## config.mk

```make
export PLATFORM = sky130hd
export DESIGN_NAME = cbr_refresh_sched
export DESIGN_NICKNAME = d
export VERILOG_FILES = /design/src/rtl/cbr_pkg.sv /design/src/rtl/cbr_tick_gen.sv /design/src/rtl/cbr_pend_cnt.sv /design/src/rtl/cbr_strobe_seq.sv /design/src/rtl/cbr_refresh_sched.sv
export SDC_FILE = /design/constraint.sdc
export NUM_CORES = 1
export LEC_CHECK = 0
export BUFFER_PORTS_ARGS = -buffer_cell sky130_fd_sc_hd__buf_4
export CAP_MARGIN = 20
export CORE_ASPECT_RATIO = 1.75
export CORE_MARGIN = 3
export CORE_UTILIZATION = 31
export DETAILED_ROUTE_END_ITERATION = 12
export HOLD_SLACK_MARGIN = 0.05
export SYNTH_ARGS = -nofsm -noshare
export SYNTH_HDL_FRONTEND = slang
export SYNTH_SLANG_ARGS = --single-unit
export TNS_END_PERCENT = 5
```

## constraint.sdc

```tcl
create_clock -name clk_i -period 7.4 [get_ports clk_i]
set_input_delay 0.37 -clock clk_i [delete_from_list [all_inputs] [get_ports clk_i]]
set_output_delay 0.37 -clock clk_i [all_outputs]
set_load 0.01 [all_outputs]
```

## src/rtl/cbr_pkg.sv

```systemverilog
package cbr_pkg;
  typedef enum logic [1:0] {
    ST_PAUSE = 2'd0,
    ST_INIT  = 2'd1,
    ST_IDLE  = 2'd2,
    ST_REF   = 2'd3
  } cbr_state_e;
endpackage

```

## src/rtl/cbr_tick_gen.sv

```systemverilog
module cbr_tick_gen #(
  parameter int PERIOD = 1950
) (
  input  logic clk_i,
  input  logic rst_ni,
  input  logic en_i,
  output logic tick_o
);
  localparam int W = (PERIOD > 1) ? $clog2(PERIOD) : 1;
  localparam logic [W-1:0] LAST = W'(PERIOD - 1);

  logic [W-1:0] cnt_q;

  assign tick_o = en_i && (cnt_q == LAST);

  always_ff @(posedge clk_i or negedge rst_ni) begin
    if (!rst_ni)       cnt_q <= '0;
    else if (!en_i)    cnt_q <= '0;
    else if (tick_o)   cnt_q <= '0;
    else               cnt_q <= cnt_q + 1'b1;
  end

  generate
    if (PERIOD > 1) begin : g_spacing
      assert_tick_spacing_R8: assert property (@(posedge clk_i) disable iff (!rst_ni)
        tick_o |=> !tick_o);
    end
  endgenerate
endmodule

```

## src/rtl/cbr_pend_cnt.sv

```systemverilog
module cbr_pend_cnt #(
  parameter int MAX_PEND   = 8,
  parameter int URGENT_LVL = 6
) (
  input  logic clk_i,
  input  logic rst_ni,
  input  logic inc_i,
  input  logic dec_i,
  output logic any_o,
  output logic urgent_o
);
  localparam int PW = $clog2(MAX_PEND + 1);
  localparam logic [PW-1:0] TOP = PW'(MAX_PEND);
  localparam logic [PW-1:0] URG = PW'(URGENT_LVL);

  logic [PW-1:0] pend_q;

  assign any_o    = (pend_q != '0);
  assign urgent_o = (pend_q >= URG);

  always_ff @(posedge clk_i or negedge rst_ni) begin
    if (!rst_ni) pend_q <= '0;
    else begin
      case ({inc_i, dec_i})
        2'b10:   if (pend_q != TOP) pend_q <= pend_q + 1'b1;
        2'b01:   if (pend_q != '0)  pend_q <= pend_q - 1'b1;
        default: pend_q <= pend_q; // tick and grant together cancel
      endcase
    end
  end

  assert_dec_nonzero_R9: assert property (@(posedge clk_i) disable iff (!rst_ni)
    dec_i |-> (pend_q != '0));
  assert_sat_hold_R11: assert property (@(posedge clk_i) disable iff (!rst_ni)
    (pend_q == TOP && !dec_i) |=> (pend_q == TOP));
  assert_both_keep_R10: assert property (@(posedge clk_i) disable iff (!rst_ni)
    (inc_i && dec_i) |=> $stable(pend_q));
endmodule

```

## src/rtl/cbr_strobe_seq.sv

```systemverilog
module cbr_strobe_seq #(
  parameter int CSR_CYC = 2,
  parameter int RAS_CYC = 9,
  parameter int CHR_CYC = 2,
  parameter int RP_CYC  = 7
) (
  input  logic clk_i,
  input  logic rst_ni,
  input  logic start_i,
  output logic active_o,
  output logic done_o,
  output logic ras_n_o,
  output logic cas_n_o
);
  localparam int TOTAL = CSR_CYC + RAS_CYC + RP_CYC;
  localparam int CW    = $clog2(TOTAL + 1);
  localparam logic [CW-1:0] RAS_ON  = CW'(CSR_CYC);
  localparam logic [CW-1:0] RAS_OFF = CW'(CSR_CYC + RAS_CYC);
  localparam logic [CW-1:0] CAS_OFF = CW'(CSR_CYC + CHR_CYC);
  localparam logic [CW-1:0] LAST    = CW'(TOTAL - 1);

  logic          active_q;
  logic [CW-1:0] cnt_q;

  assign active_o = active_q;
  assign done_o   = active_q && (cnt_q == LAST);
  assign ras_n_o  = !(active_q && cnt_q >= RAS_ON && cnt_q < RAS_OFF);
  assign cas_n_o  = !(active_q && cnt_q < CAS_OFF);

  always_ff @(posedge clk_i or negedge rst_ni) begin
    if (!rst_ni) begin
      active_q <= 1'b0;
      cnt_q    <= '0;
    end else if (start_i && !active_q) begin
      active_q <= 1'b1;
      cnt_q    <= '0;
    end else if (done_o) begin
      active_q <= 1'b0;
      cnt_q    <= '0;
    end else if (active_q) begin
      cnt_q    <= cnt_q + 1'b1;
    end
  end

  assert_cbr_order_R4: assert property (@(posedge clk_i) disable iff (!rst_ni)
    $fell(ras_n_o) |-> !cas_n_o);
  assert_start_idle_R9: assert property (@(posedge clk_i) disable iff (!rst_ni)
    start_i |-> !active_q);
endmodule

```

## src/rtl/cbr_refresh_sched.sv

```systemverilog
module cbr_refresh_sched
  import cbr_pkg::*;
#(
  parameter int PAUSE_CYC    = 25000,
  parameter int INTERVAL_CYC = 1950,
  parameter int INIT_BURST   = 8,
  parameter int MAX_PEND     = 8,
  parameter int URGENT_LVL   = 6,
  parameter int CSR_CYC      = 2,
  parameter int RAS_CYC      = 9,
  parameter int CHR_CYC      = 2,
  parameter int RP_CYC       = 7
) (
  input  logic clk_i,
  input  logic rst_ni,
  input  logic ref_gnt_i,
  output logic ref_req_o,
  output logic ref_urgent_o,
  output logic ref_done_o,
  output logic init_done_o,
  output logic ras_n_o,
  output logic cas_n_o,
  output logic we_n_o
);
  localparam int BW = (INIT_BURST > 1) ? $clog2(INIT_BURST) : 1;
  localparam logic [BW-1:0] BURST_LAST = BW'(INIT_BURST - 1);

  cbr_state_e    state_q, state_d;
  logic [BW-1:0] burst_q;
  logic          pause_tick, int_tick;
  logic          pend_any, accept;
  logic          seq_start, seq_active, seq_done;

  assign init_done_o = (state_q == ST_IDLE) || (state_q == ST_REF);
  assign ref_req_o   = (state_q == ST_IDLE) && pend_any;
  assign accept      = ref_req_o && ref_gnt_i;
  assign seq_start   = accept || ((state_q == ST_INIT) && !seq_active);
  assign ref_done_o  = (state_q == ST_REF) && seq_done;
  assign we_n_o      = 1'b1;

  cbr_tick_gen #(.PERIOD(PAUSE_CYC)) u_pause (
    .clk_i, .rst_ni, .en_i(state_q == ST_PAUSE), .tick_o(pause_tick)
  );

  cbr_tick_gen #(.PERIOD(INTERVAL_CYC)) u_interval (
    .clk_i, .rst_ni, .en_i(init_done_o), .tick_o(int_tick)
  );

  cbr_pend_cnt #(.MAX_PEND(MAX_PEND), .URGENT_LVL(URGENT_LVL)) u_pend (
    .clk_i, .rst_ni, .inc_i(int_tick), .dec_i(accept),
    .any_o(pend_any), .urgent_o(ref_urgent_o)
  );

  cbr_strobe_seq #(
    .CSR_CYC(CSR_CYC), .RAS_CYC(RAS_CYC), .CHR_CYC(CHR_CYC), .RP_CYC(RP_CYC)
  ) u_seq (
    .clk_i, .rst_ni, .start_i(seq_start), .active_o(seq_active),
    .done_o(seq_done), .ras_n_o, .cas_n_o
  );

  always_comb begin
    state_d = state_q;
    case (state_q)
      ST_PAUSE: if (pause_tick) state_d = ST_INIT;
      ST_INIT:  if (seq_done && burst_q == BURST_LAST) state_d = ST_IDLE;
      ST_IDLE:  if (accept) state_d = ST_REF;
      ST_REF:   if (seq_done) state_d = ST_IDLE;
      default:  state_d = ST_PAUSE;
    endcase
  end

  always_ff @(posedge clk_i or negedge rst_ni) begin
    if (!rst_ni) begin
      state_q <= ST_PAUSE;
      burst_q <= '0;
    end else begin
      state_q <= state_d;
      if (state_q == ST_INIT && seq_done) burst_q <= burst_q + 1'b1;
    end
  end

  assert_pause_quiet_R2: assert property (@(posedge clk_i) disable iff (!rst_ni)
    (state_q == ST_PAUSE) |-> (ras_n_o && cas_n_o));
  assert_init_sticky_R3: assert property (@(posedge clk_i) disable iff (!rst_ni)
    init_done_o |=> init_done_o);
  assert_done_pulse_R9: assert property (@(posedge clk_i) disable iff (!rst_ni)
    ref_done_o |=> !ref_done_o);
  assert_req_waits_R9: assert property (@(posedge clk_i) disable iff (!rst_ni)
    (ref_req_o && !ref_gnt_i) |=> ref_req_o);
endmodule

```

==> impl_metrics.csv <==
group,metric,value,unit
setup_path,slowest_delay,0.49,ns
grt,grt_pass1_vias,1567,
layout,diodes,0,
cts,cts_tree,"built",
die,die_y,118,µm
pwr,p_sw_frac,0.182,
worst_hold_path,min_path_type,"input pin to asynchronous set/reset pin",
layout,ff_latch_area,1030,µm²
cts,clockRootBuffer,"clkbuf_16",
synthesis,synthTopCellsByCount,"41 x dfrtp_1, 32 x nor2_1, 15 x nand2_1, 14 x xor2_1, 13 x xnor2_1",
synthesis,yosysMostFrequentCell,"dfrtp_1",
die,die_w,69.8,µm
synthesis,syn_area_per_cell,10.2,µm²
run_status,status,"finished, final reports clean",
synthesis,ys_async_sr_fraction,1.00,
synthesis,synth-seq-cells,41,
setup_path,crit_buf_inv,1,
cts,cts_htree_levels,2,
run,maxCapViolCount,0,
synthesis,synth_edf_count,0,
synthesis,synth_cell_types,50,
synthesis,synthDominantCellAreaShare,0.464,
detailed_routing,drtIter0Drc,58,
sta,fin_worst_skew,0.00438,ns
sta,slew_violations,0,
pwr,switching_power,0.0000875,W
synthesis,ys.flop_type,"dfrtp_1",
synthesis,synthesis.area,2210,µm²
cts,clock-sinks,41,
sta,rsz0062_at_grt,"false",
placement,port_buffers,8,
pwr,powerDensity,193,nW/µm²
synthesis,yosysTopAreaCell,"dfrtp_1",
sta,fin_crit_sh,0.354,
sta,finalSetupViolCount,0,
placement,place_inst,303,
grt,grt_overflow,0,
setup_path,slowest_stage,"or4_1",
cts,ctsHoldBuffers,0,
sta,min_period,2.62,ns
setup_path,critical_path_class,"flip-flop to flip-flop",
sta,worstMarginPinSlew,0.645,ns
die,dieArea,8220,µm²
synthesis,yosysWarnings,0,
pwr,internal_power,0.000393,W
detailed_routing,routedWlPerCell,13.1,µm
placement,gp_congestion,0.802,
sta,slew_headroom,0.570,
grt,grt_antenna_before_repair,0,
sta,hold_viol,0,
setup_path,cp_cell_sequence,"inv_1 > ha_1 > nand4bb_1 > nor4_4 > nor3_1 > xor2_1 > ha_1 > or4_1 > mux2i_1 > xor2_1",
sta,fin_setup_tns,0,ns
layout,layoutNonFillerInstCount,311,
setup_path,cpLargestDelayFamily,"simple AND/OR/NAND/NOR gates",
die,rows,40,
cts,post_cts_resized,0,
detailed_routing,drt-pass1-iter-count,4,
die,ios,10,
die,core,6910,µm²
layout,fin_nets,237,
layout,syn_to_final_growth,12.7,%
detailed_routing,detail_route.wirelength,4070,µm
detailed_routing,via_per_inst,5.03,
layout,multi_input_area,1100,µm²
synthesis,syn_nets,227,
setup_path,critPathMaxFanout,5,
sta,fmax,0.382,GHz
cts,numCtsBuffers,5,
synthesis,netlist_instances,216,
pwr,power_frac_clock,0.522,
layout,fillCellCount,679,
pwr,leakage,1.09,nW
setup_path,worstSetupEndpointType,"flip-flop",
cts,cts_buffer_depth,2,
grt,grt_pass1_wl,7260,µm
setup_path,crit_required,7.61,ns
cts,path_clk_slew,0.06,ns
synthesis,yosysSeqAreaShare,0.464,
setup_path,cp-start-kind,"flip-flop",
cts,cts_setup_buffers,0,
placement,dp_hpwl,2950,µm
grt,grt_max_degree,42,
setup_path,worst_ep_arrival_time,2.82,ns
layout,drive_gt1_frac,0.119,
detailed_routing,final_antenna_net_count,0,
cts,clkLatencyLatePin,0.28,ns
die,start_util,0.320,
detailed_routing,via_count,1563,
pwr,comb_power_share,0.011,
pwr,vdd_drop_max,0.0000818,V
synthesis,synth_area_leaders,"dfrtp_1 46%, xor2_1 5.5%, nor2_1 5.4%",
setup_path,regToRegStartpoint,"u_interval.cnt_q[1]",
grt,grt_use_total,0.111,
pwr,p_seq_frac,0.466,
setup_path,startpoint,"u_interval.cnt_q[1]",
detailed_routing,drc_errors,0,
flip-flops by register name, summed over array words and instances, names as in the netlist:
name and count:
u_interval.cnt_q 11, state_q 2, burst_q 3, u_pause.cnt_q 15, u_pend.pend_q 4, u_seq.active_o 1, u_seq.cnt_q 5
final timing paths:
| path | endpoint | slack [ns] | depth (start not counted) |
|---|---|---|---|
| worst min-delay path | u_interval.cnt_q[8] | 0.06 | 1 |
| worst max register to register | u_pend.pend_q[2] | 4.78 | 10 |
| worst max-delay path | u_pend.pend_q[2] | 4.78 | 10 |
| max in group asynchronous | u_pause.cnt_q[13] | 6.96 | 1 |
| worst min register to register | u_pause.cnt_q[0] | 0.47 | 1 |
| min in group clk_i | u_pause.cnt_q[0] | 0.47 | 1 |
power by group through the flow:
stage / Combinational [W] / Clock, W / Sequential, W
3_5_place_dp: 0.00000575 / 0 / 0.000228
6_report: 0.00000530 / 0.000251 / 0.000224
4_1_cts: 0.00000574 / 0.000260 / 0.000224
3_3_place_gp: 0.00000567 / 0 / 0.000228
5_1_grt: 0.00000634 / 0.000267 / 0.000224
2_1_floorplan: 0.000000612 / 0 / 0.000228
metrics by stage:
step                       util  total power (W)  setup WS, ns  instance area [µm²]  hold slack [ns]
after global routing      0.361         0.000497          4.57                 2490            0.102
after global placement    0.336         0.000234          4.89                 2320            0.388
after CTS                 0.361         0.000490          4.78                 2490           0.0840
after detailed placement  0.336         0.000234          4.79                 2320            0.392
after floorplan               -         0.000229          4.98                 2210           0.0744
final                     0.361         0.000481          4.78                 2490           0.0600
cell type report:
| class | instances | share of cell area |
|---|---|---|
| clock inverters | 1 | 0.0121 |
| clock buffers | 7 | 0.0573 |
| well taps | 84 | 0.0422 |
| repair buffers | 9 | 0.0271 |
| flip-flops and latches | 41 | 0.412 |
| inverters | 6 | 0.00905 |
| multi-input cells | 163 | 0.440 |
cells by family (layout without fill, tap and decap cells):
family / after synthesis / in the layout / synth area share
DFF: 41 / 41 / 0.464
xor gates and xnor gates: 27 / 27 / 0.107
other: 1 / 1 / 0.00170
muxes: 5 / 5 / 0.0260
adders and majority gates: 8 / 8 / 0.0453
and+or+nand+nor: 98 / 98 / 0.243
buffers and inverters: 12 / 23 / 0.0396
AOI/OAI and AO/OA: 24 / 24 / 0.0730
placed cells by master (no fill, tap or decap), drive strengths merged, types with 2 or more instances in the layout:
cell type	count
inv	6
nor2	32
mux2i	2
a21o	2
nor3	7
a31o	2
nand3	12
xor2	14
nor4	6
ha	8
and3	4
a21oi	8
a21boi	2
mux2	3
xnor2	13
nand2	15
dfrtp	41
or3	4
or4	2
and4	2
clkbuf	7
buf	9
nand4	6
o21ai	4
routing by layer:
metal / up-vias / share of wire / track usage
met4: 0 / 0.032 / 0.0683
met1: 759 / 0.40 / 0.116
met2: 18 / 0.55 / 0.197
li1: 778 / - / -
met3: 8 / 0.022 / 0.0222
met5: - / 0 / 0
Power figures use the tool's default switching activity.
